===== src/rtl/sw_pkg.sv =====
package sw_pkg;

  typedef enum logic [2:0] {
    ST_IDLE     = 3'd0,
    ST_SLOT     = 3'd1,
    ST_WAIT_HI  = 3'd2,
    ST_PRES_DLY = 3'd3,
    ST_PRES_LOW = 3'd4
  } slot_state_e;

endpackage


===== src/rtl/sw_tick.sv =====
module sw_tick #(
  parameter int CLKS_PER_US = 100
) (
  input  logic clk,
  input  logic rst,
  output logic tick
);

  generate
    if (CLKS_PER_US <= 1) begin : g_every
      assign tick = 1'b1;
    end else begin : g_div
      localparam int DW = $clog2(CLKS_PER_US);
      logic [DW-1:0] div_q;
      logic          tick_q;

      always_ff @(posedge clk) begin
        if (rst) begin
          div_q  <= '0;
          tick_q <= 1'b0;
        end else if (div_q == DW'(CLKS_PER_US - 1)) begin
          div_q  <= '0;
          tick_q <= 1'b1;
        end else begin
          div_q  <= div_q + 1'b1;
          tick_q <= 1'b0;
        end
      end

      assign tick = tick_q;

      // consecutive ticks are spaced by the divider
      a_r1_tick_gap: assert property (@(posedge clk) disable iff (rst)
        tick_q |=> !tick_q);
    end
  endgenerate

endmodule


===== src/rtl/sw_sync.sv =====
module sw_sync (
  input  logic clk,
  input  logic rst,
  input  logic raw,
  output logic level,
  output logic fall,
  output logic rise
);

  logic meta_q, stab_q, prev_q;

  always_ff @(posedge clk) begin
    if (rst) begin
      meta_q <= 1'b1;
      stab_q <= 1'b1;
      prev_q <= 1'b1;
    end else begin
      meta_q <= raw;
      stab_q <= meta_q;
      prev_q <= stab_q;
    end
  end

  assign level = stab_q;
  assign fall  = prev_q & ~stab_q;
  assign rise  = ~prev_q & stab_q;

endmodule


===== src/rtl/sw_slot_fsm.sv =====
module sw_slot_fsm
  import sw_pkg::*;
#(
  parameter int RST_LOW_US   = 480,
  parameter int ABORT_LOW_US = 120,
  parameter int PRES_DLY_US  = 20,
  parameter int PRES_LOW_US  = 120,
  parameter int SAMPLE_US    = 30,
  parameter int HOLD_US      = 45
) (
  input  logic clk,
  input  logic rst,
  input  logic tick,
  input  logic level,
  input  logic fall,
  input  logic rise,
  input  logic tx_req,
  input  logic tx_bit,
  output logic pull,
  output logic rx_valid,
  output logic rx_bit,
  output logic tx_ack,
  output logic reset_seen
);

  localparam int MAXV = (RST_LOW_US > PRES_LOW_US) ? RST_LOW_US : PRES_LOW_US;
  localparam int CW   = $clog2(MAXV + 1);
  localparam logic [CW-1:0] RST_LIM   = CW'(RST_LOW_US);
  localparam logic [CW-1:0] ABORT_LIM = CW'(ABORT_LOW_US + 1);
  localparam logic [CW-1:0] SAMP_LIM  = CW'(SAMPLE_US);
  localparam logic [CW-1:0] HOLD_LIM  = CW'(HOLD_US);
  localparam logic [CW-1:0] PDLY_LIM  = CW'(PRES_DLY_US);
  localparam logic [CW-1:0] PLOW_LIM  = CW'(PRES_LOW_US);
  localparam logic [CW-1:0] CNT_CAP   = CW'(MAXV);

  slot_state_e   state_q;
  logic [CW-1:0] slot_cnt_q;
  logic [CW-1:0] low_cnt_q;
  logic          is_read_q;
  logic          in_pres;
  logic          abort_low;

  assign in_pres   = (state_q == ST_PRES_DLY) || (state_q == ST_PRES_LOW);
  assign abort_low = (low_cnt_q >= ABORT_LIM);

  // Length of the current low period, in microsecond ticks (own presence excluded)
  always_ff @(posedge clk) begin
    if (rst || in_pres || level) begin
      low_cnt_q <= '0;
    end else if (tick && (low_cnt_q != RST_LIM)) begin
      low_cnt_q <= low_cnt_q + 1'b1;
    end
  end

  always_ff @(posedge clk) begin
    if (rst) begin
      state_q    <= ST_IDLE;
      slot_cnt_q <= '0;
      is_read_q  <= 1'b0;
      pull       <= 1'b0;
      rx_valid   <= 1'b0;
      rx_bit     <= 1'b0;
      tx_ack     <= 1'b0;
      reset_seen <= 1'b0;
    end else begin
      rx_valid   <= 1'b0;
      tx_ack     <= 1'b0;
      reset_seen <= 1'b0;
      unique case (state_q)
        ST_IDLE: begin
          if (abort_low) begin
            pull    <= 1'b0;
            state_q <= ST_WAIT_HI;
          end else if (fall) begin
            slot_cnt_q <= '0;
            state_q    <= ST_SLOT;
            is_read_q  <= tx_req;
            if (tx_req) begin
              tx_ack <= 1'b1;
              pull   <= ~tx_bit;
            end
          end
        end
        ST_SLOT: begin
          if (abort_low) begin
            pull    <= 1'b0;
            state_q <= ST_WAIT_HI;
          end else begin
            if (tick && (slot_cnt_q != CNT_CAP)) begin
              slot_cnt_q <= slot_cnt_q + 1'b1;
            end
            if (tick && (slot_cnt_q == SAMP_LIM - 1'b1) && !is_read_q) begin
              rx_valid <= 1'b1;
              rx_bit   <= level;
            end
            if (tick && (slot_cnt_q == HOLD_LIM - 1'b1)) begin
              pull <= 1'b0;
            end
            if ((slot_cnt_q >= SAMP_LIM) && !pull && level) begin
              state_q <= ST_IDLE;
            end
          end
        end
        ST_WAIT_HI: begin
          if (rise) begin
            reset_seen <= 1'b1;
            slot_cnt_q <= '0;
            state_q    <= (low_cnt_q >= RST_LIM) ? ST_PRES_DLY : ST_IDLE;
          end
        end
        ST_PRES_DLY: begin
          if (tick) begin
            if (slot_cnt_q == PDLY_LIM - 1'b1) begin
              slot_cnt_q <= '0;
              pull       <= 1'b1;
              state_q    <= ST_PRES_LOW;
            end else begin
              slot_cnt_q <= slot_cnt_q + 1'b1;
            end
          end
        end
        ST_PRES_LOW: begin
          if (tick) begin
            if (slot_cnt_q == PLOW_LIM - 1'b1) begin
              pull    <= 1'b0;
              state_q <= ST_IDLE;
            end else begin
              slot_cnt_q <= slot_cnt_q + 1'b1;
            end
          end
        end
        default: state_q <= ST_IDLE;
      endcase
    end
  end

  // strobes are single-cycle and exclusive
  a_r7_rx_single: assert property (@(posedge clk) disable iff (rst)
    rx_valid |=> !rx_valid);
  a_r7_no_overlap: assert property (@(posedge clk) disable iff (rst)
    !(rx_valid && tx_ack));
  // read-zero pull never outlasts the hold point
  a_r5_hold_bound: assert property (@(posedge clk) disable iff (rst)
    (state_q == ST_SLOT && pull) |-> (slot_cnt_q <= HOLD_LIM));
  // waiting out a long low, the line is released
  a_r3_release_wait: assert property (@(posedge clk) disable iff (rst)
    (state_q == ST_WAIT_HI) |-> !pull);
  // pull only starts for a read slot or the presence pulse
  a_r2_pull_origin: assert property (@(posedge clk) disable iff (rst)
    $rose(pull) |-> (state_q == ST_SLOT || state_q == ST_PRES_LOW));
  // no bit traffic while presence is pending or active
  a_r6_pres_quiet: assert property (@(posedge clk) disable iff (rst)
    in_pres |-> (!tx_ack && !rx_valid));

endmodule


===== src/rtl/sw_slot_phy.sv =====
module sw_slot_phy #(
  parameter int CLKS_PER_US  = 100,
  parameter int RST_LOW_US   = 480,
  parameter int ABORT_LOW_US = 120,
  parameter int PRES_DLY_US  = 20,
  parameter int PRES_LOW_US  = 120,
  parameter int SAMPLE_US    = 30,
  parameter int HOLD_US      = 45
) (
  input  logic clk,
  input  logic rst,
  input  logic line_in,
  output logic line_pull,
  output logic rx_valid,
  output logic rx_bit,
  input  logic tx_req,
  input  logic tx_bit,
  output logic tx_ack,
  output logic reset_seen
);

  logic tick, level, fall, rise;

  sw_tick #(.CLKS_PER_US(CLKS_PER_US)) u_tick (
    .clk (clk),
    .rst (rst),
    .tick(tick)
  );

  sw_sync u_sync (
    .clk  (clk),
    .rst  (rst),
    .raw  (line_in),
    .level(level),
    .fall (fall),
    .rise (rise)
  );

  sw_slot_fsm #(
    .RST_LOW_US  (RST_LOW_US),
    .ABORT_LOW_US(ABORT_LOW_US),
    .PRES_DLY_US (PRES_DLY_US),
    .PRES_LOW_US (PRES_LOW_US),
    .SAMPLE_US   (SAMPLE_US),
    .HOLD_US     (HOLD_US)
  ) u_fsm (
    .clk       (clk),
    .rst       (rst),
    .tick      (tick),
    .level     (level),
    .fall      (fall),
    .rise      (rise),
    .tx_req    (tx_req),
    .tx_bit    (tx_bit),
    .pull      (line_pull),
    .rx_valid  (rx_valid),
    .rx_bit    (rx_bit),
    .tx_ack    (tx_ack),
    .reset_seen(reset_seen)
  );

endmodule


===== config.mk =====
export PLATFORM = sky130hd
export DESIGN_NAME = sw_slot_phy
export DESIGN_NICKNAME = d
export VERILOG_FILES = /design/src/rtl/sw_pkg.sv /design/src/rtl/sw_tick.sv /design/src/rtl/sw_sync.sv /design/src/rtl/sw_slot_fsm.sv /design/src/rtl/sw_slot_phy.sv
export SDC_FILE = /design/constraint.sdc
export NUM_CORES = 1
export LEC_CHECK = 0
export BUFFER_PORTS_ARGS = -buffer_cell sky130_fd_sc_hd__buf_2
export CORE_MARGIN = 2
export CORE_UTILIZATION = 65
export DETAILED_ROUTE_END_ITERATION = 8
export PLACE_DENSITY_LB_ADDON = 0.1
export REMOVE_ABC_BUFFERS = 1
export SLEW_MARGIN = 20
export SYNTH_ARGS = -nofsm -noshare
export SYNTH_HDL_FRONTEND = slang
export SYNTH_SLANG_ARGS = --single-unit

===== constraint.sdc =====
create_clock -name clk -period 5.8 [get_ports clk]
set_input_delay 0 -clock clk [delete_from_list [all_inputs] [get_ports clk]]
set_output_delay 0 -clock clk [all_outputs]
set_load 0.01 [all_outputs]

## After elaboration in Yosys (flattened, before gate mapping)

Cells that the tools add are included.

- Add/sub/neg operators: 3
- Magnitude comparators: 3
- Eq/ne operators: 25
- Multiplexer cells: 35
- Bitwise logic cells: 10
- Reductions and logical operators: 24

Operators by type and width:

| cell | count |
|---|---|
| 2-to-1 mux 9 bit | 9 |
| one-hot mux 9 bit (5 select lines) | 1 |
| 2-to-1 mux 3 bit | 9 |
| adder 9 x 1 -> 9 bit (second input constant) | 2 |
| == test 9 x 5 -> 1 bit (second input constant) | 2 |
| inequality test 2 bit (second input constant) | 9 |
| inequality test 9 bit (second input constant) | 2 |
| one-hot mux 3 bit (5 select lines) | 1 |
| 2-to-1 mux 1 bit | 13 |
| == test 9 x 6 -> 1 bit (second input constant) | 1 |
| == test 9 x 7 -> 1 bit (second input constant) | 1 |
| >= comparator 9 x 5 -> 1 bit (second input constant) | 1 |
| >= comparator 9 x 7 -> 1 bit (second input constant) | 1 |
| >= comparator 9 bit (second input constant) | 1 |
| AND reduction 9 bit | 1 |
| inverter 1 bit | 8 |
| AND reduction 8 bit | 1 |
| adder 7 x 1 -> 7 bit (second input constant) | 1 |
| == test 7 bit (second input constant) | 1 |
| logical AND 1 bit | 7 |
| AND reduction 7 bit | 1 |
| == test 3 x 2 -> 1 bit (second input constant) | 2 |
| inequality test 3 x 1 -> 1 bit (second input constant) | 2 |
| inequality test 3 x 2 -> 1 bit (second input constant) | 2 |
| other kinds (15) | 21 |

- Register bits after elaboration: 38
- Input bits: 5
- Output and inout port bits: 5
- Word-level logic and storage cells: 114

## Longest topological paths before layout

- Depth after elaboration: 6
- Depth in mapped cells: 8
- Gate-level depth less buffers: 7

## Modules after synthesis

From an unflattened synthesis, not the netlist that was laid out.

- Cells, all modules: 242
- Area total of the unflattened synthesis: 2112.0 sq um

Modules (own cells, without submodules):

| module | instances | cells an instance | area each (sq um) |
|---|---|---|---|
| sw_slot_fsm | 1 | 201 | 1682.9 |
| sw_tick | 1 | 33 | 336.6 |
| sw_sync | 1 | 8 | 92.6 |

## Worst setup path after synthesis

Ideal clock, no wire load.

- Path kind: register to register
- Start point: register u_fsm.low_cnt_q[1]
- End point: register u_fsm.pull
- Arrival: 2122 ps
- Data required time: 5677 ps
- Path slack: 3554 ps
- Stages on the path, launching flop included: 8
- Path through: dfxtp_1 -> inv_1 -> ha_1 -> or4_4 -> a21o_4 -> o311a_1 -> o31ai_1 -> mux2_1

- Cells in the longest elaborated chain, start to end: 3
- Elaborated cells on any way between the ends: 8
- Classes of those cells: 1 x order compare; 3 x eq/ne; 3 x mux; 1 x reduce/logical

RTL lines:

| item | line | text |
|---|---|---|
| start: declaration | sw_slot_fsm.sv:38 | `logic [CW-1:0] low_cnt_q;` |
| start signal: assignment | sw_slot_fsm.sv:51 | `low_cnt_q <= low_cnt_q + 1'b1;` |
| >= comparator 9 x 7 -> 1 bit * | sw_slot_fsm.sv:44 | `assign abort_low = (low_cnt_q >= ABORT_LIM);` |
| inequality test 3 x 1 -> 1 bit (no line), or another cell as far along | - |  |
| AND reduction 8 bit (no line) or one-hot mux 1 bit (4 select lines) (tied branches) | - |  |
| end signal: assignment | sw_slot_fsm.sv:80 | `pull <= ~tx_bit;` |
| end: declaration | sw_slot_fsm.sv:19 | `output logic pull,` |

Mark *: on every way between the ends. The rest lies on a longest branch, timed or not.
A chain may end at the register's enable or synchronous reset.

## Worst setup path in the final report

- Start point: register u_fsm.state_q[1]
- End point: register u_fsm.slot_cnt_q[2]

- Cells in the longest elaborated chain, start to end: 3
- Elaborated cells on any way between the ends: 16
- Classes of those cells: 12 x eq/ne; 1 x mux; 3 x reduce/logical

RTL lines:

| item | line | text |
|---|---|---|
| start: declaration | sw_slot_fsm.sv:36 | `slot_state_e state_q;` |
| start signal: assignment | sw_slot_fsm.sv:108 | `state_q <= (low_cnt_q >= RST_LIM) ? ST_PRES_DLY : ST_IDLE;` |
| == test 3 x 1 -> 1 bit, or another cell as far along | sw_slot_fsm.sv:69 | `unique case (state_q)` |
| nonzero test 5 bit (no line), or another cell as far along | - |  |
| AND reduction 9 bit (no line) | - |  |
| end signal: assignment | sw_slot_fsm.sv:90 | `slot_cnt_q <= slot_cnt_q + 1'b1;` |
| end signal: assignment | sw_slot_fsm.sv:118 | `slot_cnt_q <= slot_cnt_q + 1'b1;` |
| end signal: assignment | sw_slot_fsm.sv:128 | `slot_cnt_q <= slot_cnt_q + 1'b1;` |
| end: declaration | sw_slot_fsm.sv:37 | `logic [CW-1:0] slot_cnt_q;` |

Parallel ways exist; a longest one is shown, timed or not.

==> summary.md <==
| Metric | Value |
|---|---|
| Outcome | `complete, no violations` |
| RR Endpoint | `u_fsm.slot_cnt_q[2]` |
| Placed inst area | `2150 um^2` |
| Initial core utilization | `68.6%` |
| Max-Cap Viols | `0` |
| Drt initial violations | `139` |
| Netlist cell types | `54` |
| WP buf/inv | `0` |
| Yosys reg bits | `38` |
| FF-to-FF path depth | `5` |
| Clock share of power | `36.8%` |
| Via density | `6.22` |
| CP Data Required Time | `6.09 ns` |
| DRC errors left | `0` |
| Async S/R FF share, synth | `0%` |
| Critical path cell sequence | `or4bb_1, a31oi_4, o2bb2ai_4, or4_1, a21oi_1` |
| Core Footprint | `3050 um^2` |
| Worst setup SP type | `flip-flop` |
| P_sw | `0.173 mW` |
| Reg2Reg Setup Slack | `3.34 ns` |
| Worst-path clk slew | `0.12 ns` |
| Leakage | `0.824 nW` |
| Yosys warns | `0` |
| Final-report max-slew violation count | `0` |
| Initial antenna violation count | `0` |
| Max_slew headroom | `41.6%` |
| Clock Sink Count | `38` |
| Final hold violation count | `0` |
| Gate power share | `16.1%` |
| R2R Path Start | `u_fsm.state_q[1]` |
| Chip width | `60.8 um` |
| Hold EP | `u_fsm.pull` |
| H-tree depth | `2` |
| Worst-skew pair later-pin latency | `0.36 ns` |
| WL per Instance | `14.2 um` |
| Slowest-stage cell, CP | `dfxtp_1` |
| Number of setup violations in the final report | `0` |
| Largest net degree at the start of global routing | `20` |
| Pre-CTS WS | `3.42 ns` |
| Worst VDD drop | `0.203 mV` |
| GR Overflow Total | `0` |
| DP Cell Count | `284` |
| Cts bufs inserted | `5` |
| Ant. Diodes | `0` |
| Vias in the first global route | `1555` |
| Worst hold stages | `4` |
| Chip height | `60.8 um` |
| Critical path type | `reg2reg` |
| Routed Wire Length | `4.20 mm` |
| Post-route insts no fill | `295` |
| Share of cells above drive strength 1 | `11.2%` |
| Post-synth EDFFs | `0` |
| IO Count | `10` |
| Dpl hpwl | `2.95 mm` |
| PD cells | `273 nW/um^2` |
| Final Net Count | `263` |
| Placer congestion estimate | `0.847` |
| Cell family with most CP delay | `simple AND/OR/NAND/NOR gates` |
| CP peak stage delay | `0.69 ns` |
| Cell Area, Synth | `2090 um^2` |
| WP data arrival | `2.75 ns` |
| Via count | `1835` |
| CTS tree | `done` |
| Detailed-router iteration count before antenna repair | `5` |
| Syn_area_per_cell | `8.72 um^2` |
| Longest Clk Path Bufs | `2` |
| Unrepaired setup endpoints after global routing | `false` |
| Syn-to-layout area delta | `9.26%` |
| Switching share of power | `27.7%` |
| Worst Max-Slew Pin Slew | `0.869 ns` |
| Final period utilization | `42.4%` |
| PortBufs | `9` |
| Worst min path class | `in2reg` |
| Top FF cell, synth | `dfxtp_1` |
| Antenna-violating nets left | `0` |
| Die ar. | `3690 um^2` |
| Site Rows | `20` |
| Highest Clock Rate | `407 MHz` |
| Hold_sp | `tx_bit` |
| Final Skew | `0.00952 ns` |
| Post-CTS Resized | `0` |
| Crit end category | `flip-flop` |
| Final min period | `2.46 ns` |
| Sequential Power Share | `47.1%` |
| Critical path peak fanout | `19` |
| Total track usage | `25.2%` |
| Post-route cell area | `2290 um^2` |
| Post-Synthesis Cells | `240` |
| First-pass GRT wire length | `6.93 mm` |
| Final total power | `0.624 mW` |
| Final TNS setup | `0 ns` |
| Seq/Total Area, Yosys | `36.3%` |
| Int Power | `0.451 mW` |
| Setup WS post-layout | `3.34 ns` |
| Root Buffer | `clkbuf_4` |
## worst min-delay path, delay by kind of cell
kind	cells	cell delay [ns]
compound gates	2	0.16
buf+inv	1	0.09
mux	1	0.28
## through the flow
stage                     util (%)  hold slack (ns)
after floorplan                  -           0.0721
after global placement        70.5            0.183
after detailed placement      70.5            0.189
after CTS                     74.9            0.221
after global routing          74.9            0.248
final                         74.9            0.219
## layout make-up
type / count / area [um^2]
Tap cell: 44 / 55.1
Sequential cell: 38 / 761
Clock buffer: 5 / 37.5
Timing Repair Buffer: 12 / 75.1
Inverter: 13 / 48.8
Fill cell: 239 / 766
Multi-Input combinational cell: 180 / 1240
Clock inverter: 3 / 68.8
## placed cells by master (no fill, tap or decap), types with 5 or more instances in the layout
| cell | n |
|---|---|
| a21oi_1 | 15 |
| and3_1 | 8 |
| buf_2 | 9 |
| clkbuf_4 | 5 |
| dfxtp_1 | 38 |
| ha_1 | 8 |
| inv_1 | 13 |
| nand2_1 | 8 |
| nand3_1 | 9 |
| nor2_1 | 30 |
| nor3_1 | 6 |
| o21ai_0 | 8 |
| or3_1 | 5 |
| xnor2_1 | 6 |
| xor2_1 | 7 |
## power groups by stage
stage	registers (mW)	clock network, mW	logic, mW
global route	0.297	0.240	0.112
CTS	0.293	0.231	0.0997
finish	0.294	0.229	0.100
global placement	0.299	0	0.0968
floorplan	0.294	0	0.0755
detailed placement	0.299	0	0.0975
## how the worst max path moves through the flow
| stage | startpoint | to | cells after the start |
|---|---|---|---|
| 2_1_floorplan | u_fsm.low_cnt_q[1] | u_fsm.pull | 7 |
| 6_report | u_fsm.state_q[1] | u_fsm.slot_cnt_q[2] | 5 |
| 3_3_place_gp | u_fsm.low_cnt_q[1] | u_fsm.pull | 7 |
| 5_1_grt | u_fsm.low_cnt_q[1] | u_fsm.pull | 7 |
| 4_1_cts | u_fsm.low_cnt_q[1] | u_fsm.pull | 7 |
| 3_5_place_dp | u_fsm.low_cnt_q[1] | u_fsm.pull | 7 |
## metal layers
| metal | GRT usage, % | vias to the layer above | routed length (um) |
|---|---|---|---|
| met5 | 0 | - | 0 |
| met3 | 5.76 | 12 | 194 |
| met4 | 10.9 | 0 | 83 |
| met1 | 34.3 | 878 | 2010 |
| met2 | 38.4 | 45 | 1910 |
| li1 | - | 900 | - |
## sequential cells by signal, summed over array words and instances (netlist names)
signal and count:
u_fsm.is_read_q 1, u_fsm.low_cnt_q 9, u_fsm.pull 1, u_fsm.reset_seen 1
u_fsm.rx_bit 1, u_fsm.rx_valid 1, u_fsm.slot_cnt_q 9, u_fsm.state_q 3
u_fsm.tx_ack 1, u_sync.level 1, u_sync.meta_q 1, u_sync.prev_q 1
u_tick.g_div.div_q 7, u_tick.tick 1
## repair_timing
item,in CTS,in global routing
hold buffers,3,0
buffers inserted,0,0
setup endpoints to repair,0,0
hold endpoints to repair,10,0
## cell usage after synthesis (5+ instances only)
master,number,share of area [%]
nand3_1,9,2.2
o21ai_0,8,1.9
or3_1,5,1.5
nand2_1,8,1.4
clkbuf_1,7,1.3
a21oi_1,15,3.6
and3_1,8,2.4
xnor2_1,6,2.5
inv_1,13,2.3
dfxtp_1,38,36
ha_1,8,4.8
nor3_1,6,1.4
xor2_1,7,2.9
nor2_1,30,5.4
## kinds of logic (layout without fill, tap and decap cells)
logic type / Yosys count / count (layout) / synth area share, %
flops: 38 / 38 / 36.3
simple gates: 107 / 107 / 29.5
xor+xnor: 13 / 13 / 5.44
fa+ha+maj: 8 / 8 / 4.78
mux: 4 / 4 / 1.97
compound gates: 48 / 48 / 17.6
buf+inv: 22 / 33 / 4.36
Note: power is estimated with default switching activity, not from simulation.
